<file path="config.mk">
export PLATFORM = sky130hd
export DESIGN_NAME = route_map_tap
export DESIGN_NICKNAME = d
export VERILOG_FILES = /design/src/rtl/route_map_pkg.sv /design/src/rtl/route_map_ctrl.sv /design/src/rtl/route_map_dp.sv /design/src/rtl/route_map_tap.sv
export SDC_FILE = /design/constraint.sdc
export NUM_CORES = 1
export LEC_CHECK = 0
export BUFFER_PORTS_ARGS = -buffer_cell sky130_fd_sc_hd__buf_2
export CAP_MARGIN = 20
export CELL_PAD_IN_SITES_DETAIL_PLACEMENT = 1
export CELL_PAD_IN_SITES_GLOBAL_PLACEMENT = 1
export CORE_MARGIN = 2
export CORE_UTILIZATION = 40
export DETAILED_ROUTE_END_ITERATION = 6
export PLACE_DENSITY_LB_ADDON = 0.1
export SYNTH_ARGS = -nofsm -noshare
export SYNTH_HDL_FRONTEND = slang
export SYNTH_SLANG_ARGS = --single-unit
</file>
<file path="constraint.sdc">
create_clock -name clk -period 2.32 [get_ports clk]
set_input_delay 0.464 -clock clk [delete_from_list [all_inputs] [get_ports clk]]
set_output_delay 0.464 -clock clk [all_outputs]
set_load 0.03 [all_outputs]
</file>
<file path="src/rtl/route_map_pkg.sv">
`timescale 1ns/1ps
package route_map_pkg;
  // Strobes issued by the control half to the datapath half, one clock each.
  typedef struct packed {
    logic arm;       // capture shadow copy and force the redirect
    logic disarm;    // restore shadow copy into the live entry
    logic liveWr;    // host write lands in the live table
    logic backupWr;  // host write lands in the shadow register
    logic errSet;    // refused arm request
  } mapStrobe_t;

  typedef enum logic {
    TAP_IDLE = 1'b0,
    TAP_ON   = 1'b1
  } tapState_t;
endpackage

</file>
<file path="src/rtl/route_map_ctrl.sv">
`timescale 1ns/1ps
module route_map_ctrl
  import route_map_pkg::*;
#(
  parameter int PORT_W = 3
) (
  input  logic              clk,
  input  logic              rstN,
  input  logic              sniffArm,
  input  logic              sniffDisarm,
  input  logic [PORT_W-1:0] sniffPort,
  input  logic              wrEn,
  input  logic [PORT_W-1:0] wrPort,
  output mapStrobe_t        strobe,
  output logic [PORT_W-1:0] selPort,
  output logic              sniffActive,
  output logic [PORT_W-1:0] sniffedPort,
  output logic              sniffErr
);

  tapState_t         stateQ;
  logic [PORT_W-1:0] portQ;
  logic              errQ;
  logic              writeHitsSel;

  always_comb begin
    strobe = '0;
    if (stateQ == TAP_ON) begin
      selPort       = portQ;
      strobe.disarm = sniffDisarm;
      strobe.errSet = sniffArm;
    end else begin
      selPort    = sniffPort;
      strobe.arm = sniffArm;
    end
    writeHitsSel    = wrEn && (wrPort == selPort);
    strobe.backupWr = writeHitsSel &&
                      (strobe.arm || ((stateQ == TAP_ON) && !strobe.disarm));
    strobe.liveWr   = wrEn && !strobe.backupWr;
  end

  always_ff @(posedge clk or negedge rstN) begin
    if (!rstN) begin
      stateQ <= TAP_IDLE;
      portQ  <= '0;
      errQ   <= 1'b0;
    end else begin
      if (strobe.arm) begin
        stateQ <= TAP_ON;
        portQ  <= sniffPort;
      end else if (strobe.disarm) begin
        stateQ <= TAP_IDLE;
      end
      if (strobe.errSet) begin
        errQ <= 1'b1;
      end
    end
  end

  assign sniffActive = (stateQ == TAP_ON);
  assign sniffedPort = portQ;
  assign sniffErr    = errQ;

endmodule

</file>
<file path="src/rtl/route_map_dp.sv">
`timescale 1ns/1ps
module route_map_dp
  import route_map_pkg::*;
#(
  parameter int NUM_PORTS  = 8,
  parameter int DEST_W     = 4,
  parameter int IFACE_TILE = 15,
  parameter int RESET_DEST = 0,
  localparam int PORT_W    = (NUM_PORTS > 1) ? $clog2(NUM_PORTS) : 1
) (
  input  logic              clk,
  input  logic              rstN,
  input  mapStrobe_t        strobe,
  input  logic [PORT_W-1:0] selPort,
  input  logic [PORT_W-1:0] wrPort,
  input  logic [DEST_W-1:0] wrDest,
  input  logic              lookupReq,
  input  logic [PORT_W-1:0] lookupPort,
  output logic              lookupValid,
  output logic [DEST_W-1:0] lookupDest,
  output logic [DEST_W-1:0] backupDest
);

  localparam logic [DEST_W-1:0] IFACE_CODE = DEST_W'(IFACE_TILE);
  localparam logic [DEST_W-1:0] RST_CODE   = DEST_W'(RESET_DEST);

  logic [DEST_W-1:0] entryQ [NUM_PORTS];
  logic [DEST_W-1:0] backupQ;
  logic [DEST_W-1:0] selEntry;
  logic [DEST_W-1:0] readEntry;
  logic              validQ;
  logic [DEST_W-1:0] destQ;

  // Live table: one register per logical port.
  for (genvar i = 0; i < NUM_PORTS; i++) begin : gEntry
    logic isSel;
    logic isWr;
    assign isSel = (selPort == PORT_W'(i));
    assign isWr  = (wrPort == PORT_W'(i));

    always_ff @(posedge clk or negedge rstN) begin
      if (!rstN) begin
        entryQ[i] <= RST_CODE;
      end else if (strobe.arm && isSel) begin
        entryQ[i] <= IFACE_CODE;
      end else if (strobe.disarm && isSel) begin
        entryQ[i] <= (strobe.liveWr && isWr) ? wrDest : backupQ;
      end else if (strobe.liveWr && isWr) begin
        entryQ[i] <= wrDest;
      end
    end
  end

  always_comb begin
    selEntry  = RST_CODE;
    readEntry = RST_CODE;
    for (int j = 0; j < NUM_PORTS; j++) begin
      if (selPort == PORT_W'(j)) selEntry = entryQ[j];
      if (lookupPort == PORT_W'(j)) readEntry = entryQ[j];
    end
  end

  // Shadow register holding the real destination of the tapped port.
  always_ff @(posedge clk or negedge rstN) begin
    if (!rstN) begin
      backupQ <= '0;
    end else if (strobe.arm) begin
      backupQ <= strobe.backupWr ? wrDest : selEntry;
    end else if (strobe.disarm) begin
      backupQ <= '0;
    end else if (strobe.backupWr) begin
      backupQ <= wrDest;
    end
  end

  // Registered lookup result.
  always_ff @(posedge clk or negedge rstN) begin
    if (!rstN) begin
      validQ <= 1'b0;
      destQ  <= RST_CODE;
    end else begin
      validQ <= lookupReq;
      destQ  <= readEntry;
    end
  end

  assign lookupValid = validQ;
  assign lookupDest  = destQ;
  assign backupDest  = backupQ;

endmodule

</file>
<file path="src/rtl/route_map_tap.sv">
`timescale 1ns/1ps
module route_map_tap
  import route_map_pkg::*;
#(
  parameter int NUM_PORTS  = 8,
  parameter int DEST_W     = 4,
  parameter int IFACE_TILE = 15,
  parameter int RESET_DEST = 0,
  localparam int PORT_W    = (NUM_PORTS > 1) ? $clog2(NUM_PORTS) : 1
) (
  input  logic              clk,
  input  logic              rstN,
  input  logic              lookupReq,
  input  logic [PORT_W-1:0] lookupPort,
  output logic              lookupValid,
  output logic [DEST_W-1:0] lookupDest,
  input  logic              wrEn,
  input  logic [PORT_W-1:0] wrPort,
  input  logic [DEST_W-1:0] wrDest,
  input  logic              sniffArm,
  input  logic              sniffDisarm,
  input  logic [PORT_W-1:0] sniffPort,
  output logic              sniffActive,
  output logic [PORT_W-1:0] sniffedPort,
  output logic [DEST_W-1:0] backupDest,
  output logic              sniffErr
);

  mapStrobe_t        strobe;
  logic [PORT_W-1:0] selPort;

  route_map_ctrl #(
    .PORT_W(PORT_W)
  ) u_ctrl (
    .clk        (clk),
    .rstN       (rstN),
    .sniffArm   (sniffArm),
    .sniffDisarm(sniffDisarm),
    .sniffPort  (sniffPort),
    .wrEn       (wrEn),
    .wrPort     (wrPort),
    .strobe     (strobe),
    .selPort    (selPort),
    .sniffActive(sniffActive),
    .sniffedPort(sniffedPort),
    .sniffErr   (sniffErr)
  );

  route_map_dp #(
    .NUM_PORTS (NUM_PORTS),
    .DEST_W    (DEST_W),
    .IFACE_TILE(IFACE_TILE),
    .RESET_DEST(RESET_DEST)
  ) u_dp (
    .clk        (clk),
    .rstN       (rstN),
    .strobe     (strobe),
    .selPort    (selPort),
    .wrPort     (wrPort),
    .wrDest     (wrDest),
    .lookupReq  (lookupReq),
    .lookupPort (lookupPort),
    .lookupValid(lookupValid),
    .lookupDest (lookupDest),
    .backupDest (backupDest)
  );

endmodule

</file>
# --- Yosys cells after proc, flatten, opt, wreduce, memory -nomap -nowiden ---
# Index checks and enable logic that the tools add are counted.
word_totals:
  reg_bits: 46
  inputBits: 19
classes:
  eq_ne: 22
  muxes: 58
  n_reduce_logical: 44
op_table:
  columns: ["op", "n"]
  rows:
  - ["$mux W4", 52]
  - ["$eq A3 B3 Y1 const B", 12]
  - ["$logic_and A1 B1 Y1", 28]
  - ["$reduce_bool A3 Y1", 9]
  - ["$eq A3 B2 Y1 const B", 6]
  - ["$eq A3 B1 Y1 const B", 3]
  - ["$logic_not A3 Y1", 3]
  - ["$mux W1", 5]
  - ["$eq A3 B3 Y1", 1]
  - ["$mux W3", 1]
  - ["$logic_not A1 Y1", 2]
  - ["$reduce_bool A2 Y1", 1]
  - ["$logic_or A1 B1 Y1", 1]

# --- Depth between registers and ports, before layout ---
# Gate-level depths: netlist of the first run.
logic_depth:
  ltp_word: 12
  mapped_depth: 8
  mapped_depth_nobuf: 5

# --- Hierarchy ---
# A second synthesis of the first run with hierarchy kept.
hier_totals:
  hier_cells: 327
  area_unflattened_um2: 3204.3
by_module_without_submodules:
  columns: ["module", "instances", "cells_per_inst", "area_per_inst_um2", "seq_area_each_um2"]
  rows:
  - ["route_map_dp", 1, 291, 2890.3, 1026.0]
  - ["route_map_ctrl", 1, 36, 314.1, 125.1]

# --- Worst setup path after synthesis of the first run ---
# No wires, ideal clock.
synth_timing:
  path_kind: "register to register"
  startpoint: "register u_ctrl.stateQ (netlist: u_ctrl.sniffActive)"
  endpoint: "register u_dp.entryQ[4] (netlist name)"
  t_arrival_ns: 2.042
  required_time_ns: 2.216
  path_slack_ns: 0.174
  stages_incl_launch_ff: 7
  n_path_buf: 1
  period_less_slack_ns: 2.146
  cell_sequence: "dfrtp_1 > buf_6 > mux2i_4 > nor2_4 > a2111oi_4 > a21oi_2 > a221oi_1"
synth_between:
  elab_chain_cells: 11
synth_rtl:
  columns: ["element", "line", "text"]
  rows:
  - ["from (decl)", "route_map_ctrl.sv:21", "tapState_t stateQ;"]
  - ["from (signal assigned)", "route_map_ctrl.sv:44", "stateQ <= TAP_IDLE;"]
  - ["from (signal assigned)", "route_map_ctrl.sv:49", "stateQ <= TAP_ON;"]
  - ["from (signal assigned)", "route_map_ctrl.sv:52", "stateQ <= TAP_IDLE;"]
  - ["branches (longest 11 deep; another with $mux W4)", null, null]
  - ["to (signal, indexed assignment)", "route_map_dp.sv:47", "entryQ[i] <= (strobe.liveWr && isWr) ? wrDest : backupQ;"]
  - ["to (signal, indexed assignment)", "route_map_dp.sv:49", "entryQ[i] <= wrDest;"]
  - ["to (decl)", "route_map_dp.sv:27", "logic [DEST_W-1:0] entryQ [NUM_PORTS];"]
# Several ways; the timed one is not identified.
# A chain may end at the register's enable or synchronous reset.

# --- Worst setup path in the final report of the first run ---
layout_timing:
  startpoint: "register u_ctrl.stateQ (netlist: u_ctrl.sniffActive)"
  endpoint: "register u_dp.entryQ[16] (netlist name)"
# Same word-level chain as after synthesis.

==> results of run 1 <==
[registers in the layout (all words and copies together), names as in the netlist]
| signal | count |
|---|---|
| u_dp.backupDest | 4 |
| u_ctrl.sniffErr | 1 |
| u_ctrl.sniffActive | 1 |
| u_dp.entryQ | 32 |
| u_ctrl.sniffedPort | 3 |
| u_dp.lookupDest | 4 |
| u_dp.lookupValid | 1 |
[cells in the final DEF, fill, tap and decap left out, types with 10 or more instances in the layout]
cell type,instances
a211oi_1,10
nand3_1,16
buf_2,32
o221a_2,12
buf_4,26
nor3_1,11
dfrtp_1,45
nand2_1,25
a21oi_1,16
inv_1,25
[power groups by stage]
stage / clock network, mW / logic [mW] / registers (mW)
after CTS: 0.631 / 1.57 / 1.57
after detailed placement: 0 / 1.56 / 1.59
after global placement: 0 / 1.53 / 1.58
after global routing: 0.663 / 1.71 / 1.62
final: 0.620 / 1.58 / 1.58
after floorplan: 0 / 0.982 / 1.51
[what timing repair did]
item / CTS / global route
setup endpoints to repair: 2 / 19
pin swaps: 0 / 0
gates resized for setup: 1 / 2
[cell families after synthesis]
kind of cell,synth area share
buffers and inverters,0.06502
muxes,0.1206
and+or+nand+nor,0.1469
AOI/OAI and AO/OA,0.2774
DFF,0.3786
xor gates and xnor gates,0.01152
[worst max-delay path, delay by kind of cell (launching register included)]
family / cells / cell delay [ps]
buffers and inverters: 1 / 190
AO/OA/AOI/OAI: 1 / 160
multiplexers: 1 / 380
flip-flops: 1 / 510
AND/OR/NAND/NOR: 2 / 780
[per-layer routing]
layer | share of wire | vias up | track usage
met5 | 0 | - | 0
met4 | 0.019 | 0 | 0.07071
met3 | 0.049 | 17 | 0.04481
met2 | 0.48 | 110 | 0.4605
met1 | 0.45 | 1471 | 0.4094
li1 | - | 1290 | -
[metrics by stage]
step	std cells	total power [mW]	hold slack, ps	cell area (um^2)	TNS [ps]
after detailed placement	442	3.147	448.6	3436	-309.7
final	450	3.782	233.2	3558	0
after floorplan	302	2.489	168.4	3040	0
after global placement	442	3.115	435.8	3436	0
after CTS	450	3.772	254.2	3552	0
after global routing	450	3.995	247.7	3558	0
[worst min-delay path by stage]
| stage | start | endpoint | depth (start not counted) |
|---|---|---|---|
| finish | rstN | u_ctrl.sniffedPort[2] | 2 |
| global route | lookupReq | u_dp.lookupValid | 1 |
| CTS | lookupReq | u_dp.lookupValid | 1 |
| detailed placement | u_ctrl.sniffErr | u_ctrl.sniffErr | 1 |
| global placement | u_ctrl.sniffErr | u_ctrl.sniffErr | 1 |
| floorplan | rstN | u_ctrl.sniffActive | 0 |
[layout make-up]
| class | instances | area, um^2 |
|---|---|---|
| clock buffer | 6 | 72.57 |
| clock inverter | 2 | 37.54 |
| fill | 848 | 3734 |
| inverter | 25 | 93.84 |
| multi-input combinational | 213 | 1703 |
| sequential | 46 | 1152 |
| tap | 99 | 123.9 |
| timing repair buffer | 59 | 375.4 |
==> flow_summary.toml, run 1 <==
[setup_path]
required_ps = 2460
crit_start = "u_ctrl.sniffActive"
r2r_slack_ps = 120
r2r_start = "u_ctrl.sniffActive"
crit_type = "flop to flop"
cp-start-kind = "flop"
arrival_ps = 2340
slowest_delay_ps = 620
crit_end = "u_dp.entryQ[16]"
slowest_stage = "nor4_1"
rr_worst_depth = 5
crit_fanout = 9
path_cells = "buf_4, mux2_2, nand2_1, nor4_1, a222oi_1"
endpoint_kind = "flop"
r2r-end = "u_dp.entryQ[16]"

[die]
die_w_um = 91.19
start_util = 0.4170
io_pins = 33
num_rows = 31
die_y_um = 91.19
die_area_um2 = 8315
coreArea_um2 = 7292

[pwr]
vdd_ir_drop_max_uv = 471.4
p_leak_nw = 1.441
power.internal_mw = 2.165
p_sw_mw = 1.617
p_per_area_nw_per_um2 = 1063
swShare = 0.4275
seqPwrFrac = 0.418
pwr-share-comb = 0.418
clockPowerShare = 0.164

[routing]
via_count = 2888
antenna_left = 0
post_drt_wl_per_cell_um = 24.75
viasPerCell = 6.418
dr.pass1.iters = 7
wl_um = 11140
drt_iter0_markers = 254
drc = 0

[grt]
grt_pass1_vias = 2965
grt_pass1_wl_um = 18150
antenna_found_initial = 0
grt_max_degree = 47
grtUsageTotal = 0.2878
grt_overflow = 0

[logic_synthesis]
ys_seq_elements = 46
yosys_warnings = 0
synth_most_common_cell = "dfrtp_1"
syn_area_per_cell_um2 = 10.07
yosys-top-cells-area = "dfrtp_1, mux4_2, o221a_2"
syn-cell-area_um2 = 3040
syn-instance-count = 302
async_reset_ff_frac = 1.000
synthesis.nets = 321
ys_seq_area_frac = 0.3786
synth_ff_type = "dfrtp_1"
ys_types = 56
yosys-top-cells-count = "dfrtp_1, inv_1, nand2_1"
synth_area_leader_cell = "dfrtp_1"
synth-edff-count = 0
synth_top_area_frac = 0.3786

[run]
drv_cap = 0

[sta]
hold_violations = 0
slew_viol_final = 0
final-setup-viol-count = 0
slew_headroom = 0.5250
fin_crit_ps = 2198
period_share = 0.9473
fin_ws_ps = 122.2
finClkSkew_ps = 8.476
tightest_slew_ps = 706.0
rsz0062_at_grt = "no"
fmax_ghz = 0.4550

[hold_path]
hp-class = "input port to async pin"

[status]
run_status = "completed"

[place]
place_ws_ps = -107.0
port-buffer-count = 32
gp_congestion = 0.9221
hpwl_um = 8489

[clocking]
clkTransAtPathRegs_ps = 90
cts_tree = "yes"
cts.sinks = 46
cts_max_level = 2
numCtsBuffers = 5
clockBufferDepth = 2
cts_setup_buffers = 0
clk_latency_ps = 310
root_buffer = "clkbuf_8"
ctsHoldBuffers = 0

[final_layout]
antenna_cells = 0
layout-drive-gt1-share = 0.3134
finalNetCount = 369
syn2layout_area_growth_pct = 17.04
post-route-util = 0.4880
Note: power is estimated with default switching activity, not from simulation.
==> run 2, diff against run 1 <==
--- a/config.mk
+++ b/config.mk
@@ -13,6 +13,7 @@
 export CORE_UTILIZATION = 40
 export DETAILED_ROUTE_END_ITERATION = 6
 export PLACE_DENSITY_LB_ADDON = 0.1
+export SETUP_SLACK_MARGIN = 0.3
 export SYNTH_ARGS = -nofsm -noshare
 export SYNTH_HDL_FRONTEND = slang
 export SYNTH_SLANG_ARGS = --single-unit
==> run 2 against run 1 <==
Against the previous run: setup slack gained 180 ps; total power grew 5.1%; die area is the same; critical path depth grew 4; global-route usage is essentially flat; combinational power grew 22%; register-to-register slack gained 180 ps; core utilization grew 6.2 points; cell count grew 4.7%; count of clock-buffer cells in the layout shrank 1; sequential share of layout area shrank 3.6 points; maximum frequency grew 8.7%.
==> flow_summary.toml, run 2 (synthesized netlist as in run 1, its figures left out) <==
[status]
run_status = "completed"

[pwr]
p_per_area_nw_per_um2 = 990.4
seqPwrFrac = 0.399
power.internal_mw = 2.228
vdd_ir_drop_max_uv = 486.3
pwr-share-comb = 0.483
p_sw_mw = 1.746
p_leak_nw = 1.623
power_mw = 3.974
clockPowerShare = 0.118
swShare = 0.4392

[place]
gp_congestion = 0.9518
port-buffer-count = 32
hpwl_um = 8605

[clocking]
clk_latency_ps = 290
clockBufferDepth = 2
cts.sinks = 46
cts_tree = "yes"
root_buffer = "clkbuf_8"
clkTransAtPathRegs_ps = 80
numCtsBuffers = 5
cts_max_level = 2
ctsHoldBuffers = 0

[die]
coreArea_um2 = 7292
start_util = 0.4170
die_y_um = 91.19
io_pins = 33
num_rows = 31
die_area_um2 = 8315
die_w_um = 91.19

[sta]
final-setup-viol-count = 0
period_share = 0.8714
fin_crit_ps = 2022
rsz0062_at_grt = "yes"
slew_viol_final = 0
fmax_ghz = 0.4947
setup_tns_ps = 0
finClkSkew_ps = 9.955
tightest_slew_ps = 618.8
hold_violations = 0
slew_headroom = 0.5861

[final_layout]
top_register = "u_dp.entryQ"
antenna_cells = 0
mostFrequentLayoutCells = "dfrtp_1, buf_4, buf_2"
multi_input_area_um2 = 1987
fillers = 818
layout-drive-gt1-share = 0.4570
finalNetCount = 391
largest_reg_flops = 32
seq_area_um2 = 1154
syn2layout_area_growth_pct = 31.98
mostFrequentLayoutCell = "dfrtp_1"

[routing]
viasPerCell = 6.569
drc = 0
drt_iter0_markers = 359
post_drt_wl_per_cell_um = 25.29
dr.pass1.iters = 6
antenna_left = 0
via_count = 3094
wl_um = 11910

[setup_path]
cp-start-kind = "flop"
arrival_ps = 2190
endpoint_kind = "flop"
crit_fanout = 6
required_ps = 2490
crit_type = "flop to flop"

[grt]
grt_pass1_wl_um = 18150
antenna_found_initial = 0
grt_overflow = 0
grtUsageTotal = 0.2875
grt_max_degree = 21
grt_pass1_vias = 3053

[run]
drv_cap = 0

[hold_path]
hp-class = "input port to async pin"
## run 2: cell types whose count changed in the layout (fill, tap and decap cells not counted), moves of 5 or more
cell	previous run	this run
buf_4	26	39
nor4_1	5	0
buf_6	0	6
o32ai_2	1	6
o32ai_1	7	1
nor4_2	0	5
## run 2: worst paths after layout
path / start / to / slack (ps) / depth (start not counted)
max: u_ctrl.sniffActive / u_dp.backupDest[1] / 300 / 9
max in group asynchronous: rstN / u_dp.entryQ[4] / 1640 / 2
min in group clk: lookupReq / u_dp.lookupValid / 270 / 1
min: rstN / u_ctrl.sniffedPort[0] / 130 / 1
max reg2reg: u_ctrl.sniffActive / u_dp.backupDest[1] / 300 / 9
min reg2reg: u_ctrl.sniffErr / u_ctrl.sniffErr / 470 / 1
## run 2: repair_timing
action / in CTS / in global routing
gates resized for setup: 11 / 54
buffers inserted: 9 / 9
endpoints found under the setup margin: 34 / 32
pin swaps: 4 / 20
cloned: 1 / 1
## run 2: layer usage
metal  part of all wire  vias up  global-route usage
met1               0.43     1581              0.4170
li1                   -     1330                   -
met3              0.060       36             0.04149
met5                  0        -                   0
met2               0.48      147              0.4537
met4              0.034        0             0.07071
## run 2: power groups by stage
stage	registers (mW)	logic (mW)	clock network [mW]
global route	1.61	2.05	0.509
detailed placement	1.57	1.57	0
finish	1.59	1.92	0.468
global placement	1.57	1.54	0
floorplan	1.51	0.986	0
CTS	1.54	1.68	0.481
## run 2: through the flow
step / worst slack, ps / utilization / instance area (um^2) / hold WS (ps) / instances
2_1_floorplan: 319.3 / - / 3047 / 168.4 / 302
4_1_cts: 257.2 / 0.5022 / 3662 / 149.3 / 461
3_5_place_dp: 81.97 / 0.4719 / 3441 / 459.6 / 444
3_3_place_gp: 134.4 / 0.4719 / 3441 / 457.4 / 444
5_1_grt: 239.7 / 0.5503 / 4013 / 159.1 / 471
6_report: 298.4 / 0.5503 / 4013 / 132.9 / 471
## run 2: area by class of cell
type | instances | area share
tap | 99 | 0.03087
timing repair buffer | 80 | 0.1434
clock inverter | 2 | 0.002495
inverter | 25 | 0.02339
sequential | 46 | 0.2875
multi-input combinational | 214 | 0.4952
clock buffer | 5 | 0.01715
## run 2: worst max-delay path: stages, from the launching register on
cell      delay (ps)
dfrtp_2          430
buf_6            140
buf_4            130
buf_4            150
nand2_4           80
o32ai_2           70
buf_4            170
a222oi_1         430
and3_1           240
a21oi_2           60
==> run 3, diff against run 2 <==
--- a/config.mk
+++ b/config.mk
@@ -13,7 +13,9 @@
 export CORE_UTILIZATION = 40
 export DETAILED_ROUTE_END_ITERATION = 6
 export PLACE_DENSITY_LB_ADDON = 0.1
+export REMOVE_ABC_BUFFERS = 1
 export SETUP_SLACK_MARGIN = 0.3
 export SYNTH_ARGS = -nofsm -noshare
 export SYNTH_HDL_FRONTEND = slang
 export SYNTH_SLANG_ARGS = --single-unit
+export TNS_END_PERCENT = 50
==> run 3 against run 2 <==
Against the previous run: sequential power is 3% higher; via count is 0.71% lower; core utilization is 2.6 points lower; combinational power is 7% lower; total power is 0.96% lower; clock power is 13% higher; non-clock buffer count is 8 lower; maximum frequency is 4.0% lower; setup slack worse by 84 ps; die area stayed put; global-route usage is 0.72 points higher; wire length is 1.8% higher; critical path type unchanged; largest cell class unchanged.
==> flow_summary.toml, run 3 (synthesized netlist as in run 1, its figures left out) <==
[clocking]
cts_max_level = 2
cts.sinks = 46
ctsHoldBuffers = 0
clk_latency_ps = 310
numCtsBuffers = 5
root_buffer = "clkbuf_8"
clkTransAtPathRegs_ps = 100
clockBufferDepth = 2
cts_tree = "yes"

[routing]
via_count = 3072
viasPerCell = 6.621
drt_iter0_markers = 303
drc = 0
post_drt_wl_per_cell_um = 26.14
antenna_left = 0
dr.pass1.iters = 5
wl_um = 12130

[place]
gp_congestion = 1.034
port-buffer-count = 32
postPlaceCellArea_um2 = 3463
hpwl_um = 8683
dp_cells = 444

[sta]
timing.hold.ws_ps = 143.0
fmax_ghz = 0.4749
rsz0062_at_grt = "yes"
period_share = 0.9076
slew_headroom = 0.6083
hold_violations = 0
finClkSkew_ps = 15.02
final-setup-viol-count = 0
setup_tns_ps = 0
fin_crit_ps = 2106
tightest_slew_ps = 587.5
slew_viol_final = 0

[setup_path]
endpoint_kind = "flop"
crit_type = "flop to flop"
crit_fanout = 6
r2r_slack_ps = 210
crit_start = "u_ctrl.sniffActive"
r2r-end = "u_dp.entryQ[15]"
slowest_delay_ps = 550
path_buf_inv = 2
arrival_ps = 2360
rr_worst_depth = 7
crit_family = "compound AO/OA/AOI/OAI gates"
r2r_start = "u_ctrl.sniffActive"
path_cells = "buf_4, nor2b_1, o2bb2ai_1, a2111o_1, buf_4, nand3_1, o221a_2"
cp_common_cell = "buf_4"
slowest_stage = "a2111o_1"
cp-start-kind = "flop"
required_ps = 2580

[status]
run_status = "completed"

[pwr]
vdd_ir_drop_max_uv = 413.7
p_per_area_nw_per_um2 = 1030
p_leak_nw = 1.544

[final_layout]
mostFrequentLayoutCells = "dfrtp_1, buf_2, buf_4"
fin_area_um2 = 3821
post-route-util = 0.5240
fin_cells = 464
largest_reg_flops = 32
antenna_cells = 0
finalNetCount = 383
layout-drive-gt1-share = 0.3890
top_register = "u_dp.entryQ"
mostFrequentLayoutCell = "dfrtp_1"
syn2layout_area_growth_pct = 25.68

[grt]
antenna_found_initial = 0
grt_pass1_vias = 3086
grt_overflow = 0
grt_max_degree = 26
grtUsageTotal = 0.2947
grt_pass1_wl_um = 18520

[die]
io_pins = 33
coreArea_um2 = 7292
die_y_um = 91.19
die_area_um2 = 8315
die_w_um = 91.19
start_util = 0.4170
num_rows = 31

[run]
drv_cap = 0

[hold_path]
hp-class = "input port to async pin"
-- run 3: area by class of cell --
cell class	instances	area, um^2
clock buffers	5	68.82
clock inverters	3	18.77
fillers	846	3471
inverters	25	97.59
multi-input cells	214	1837
flip-flops and latches	46	1154
well taps	99	123.9
repair buffers	72	521.8
-- run 3: power breakdown --
| group | internal [mW] | switching (mW) | total, mW |
|---|---|---|---|
| Combinational | 0.812 | 0.967 | 1.78 |
| Sequential | 1.13 | 0.498 | 1.63 |
| Clock | 0.213 | 0.314 | 0.527 |
| Total | 2.16 | 1.78 | 3.94 |
-- run 3: per-stage QoR --
| stage | total power, mW | setup slack (ps) |
|---|---|---|
| after global placement | 3.147 | 156.4 |
| final | 3.936 | 214.3 |
| after CTS | 3.740 | 299.1 |
| after detailed placement | 3.187 | 80.35 |
| after global routing | 4.105 | 170.0 |
| after floorplan | 2.438 | -685.6 |
-- run 3: worst reg2reg max path, delay by kind of cell, from the launching register on --
kind / cells / cell delay, ps
compound gates: 3 / 990
buf+inv: 2 / 360
flops: 1 / 490
simple gates: 2 / 220
-- run 3: routing by layer --
metal | vias to the layer above | part of all wire | routed length [um] | global-route usage
met5 | - | 0 | 0 | 0
met4 | 0 | 0.029 | 348 | 0.1073
met3 | 41 | 0.079 | 955 | 0.05394
met2 | 165 | 0.48 | 5781 | 0.4759
met1 | 1558 | 0.42 | 5043 | 0.3960
li1 | 1308 | - | - | -
-- run 3: how the worst max path moves through the flow --
stage,to,slack [ps],cells past startpoint
2_1_floorplan,u_dp.entryQ[24],-690,5
3_3_place_gp,u_dp.entryQ[16],160,6
3_5_place_dp,u_dp.entryQ[18],80,6
4_1_cts,u_dp.entryQ[8],300,7
5_1_grt,u_dp.backupDest[0],170,7
6_report,u_dp.entryQ[15],210,7
-- run 3: repair_timing --
| action | CTS | global route |
|---|---|---|
| gates cloned | 1 | 0 |
| endpoints found under the setup margin | 30 | 30 |
| buffers inserted | 2 | 9 |
| pin swaps | 3 | 20 |
| gates resized for setup | 6 | 31 |
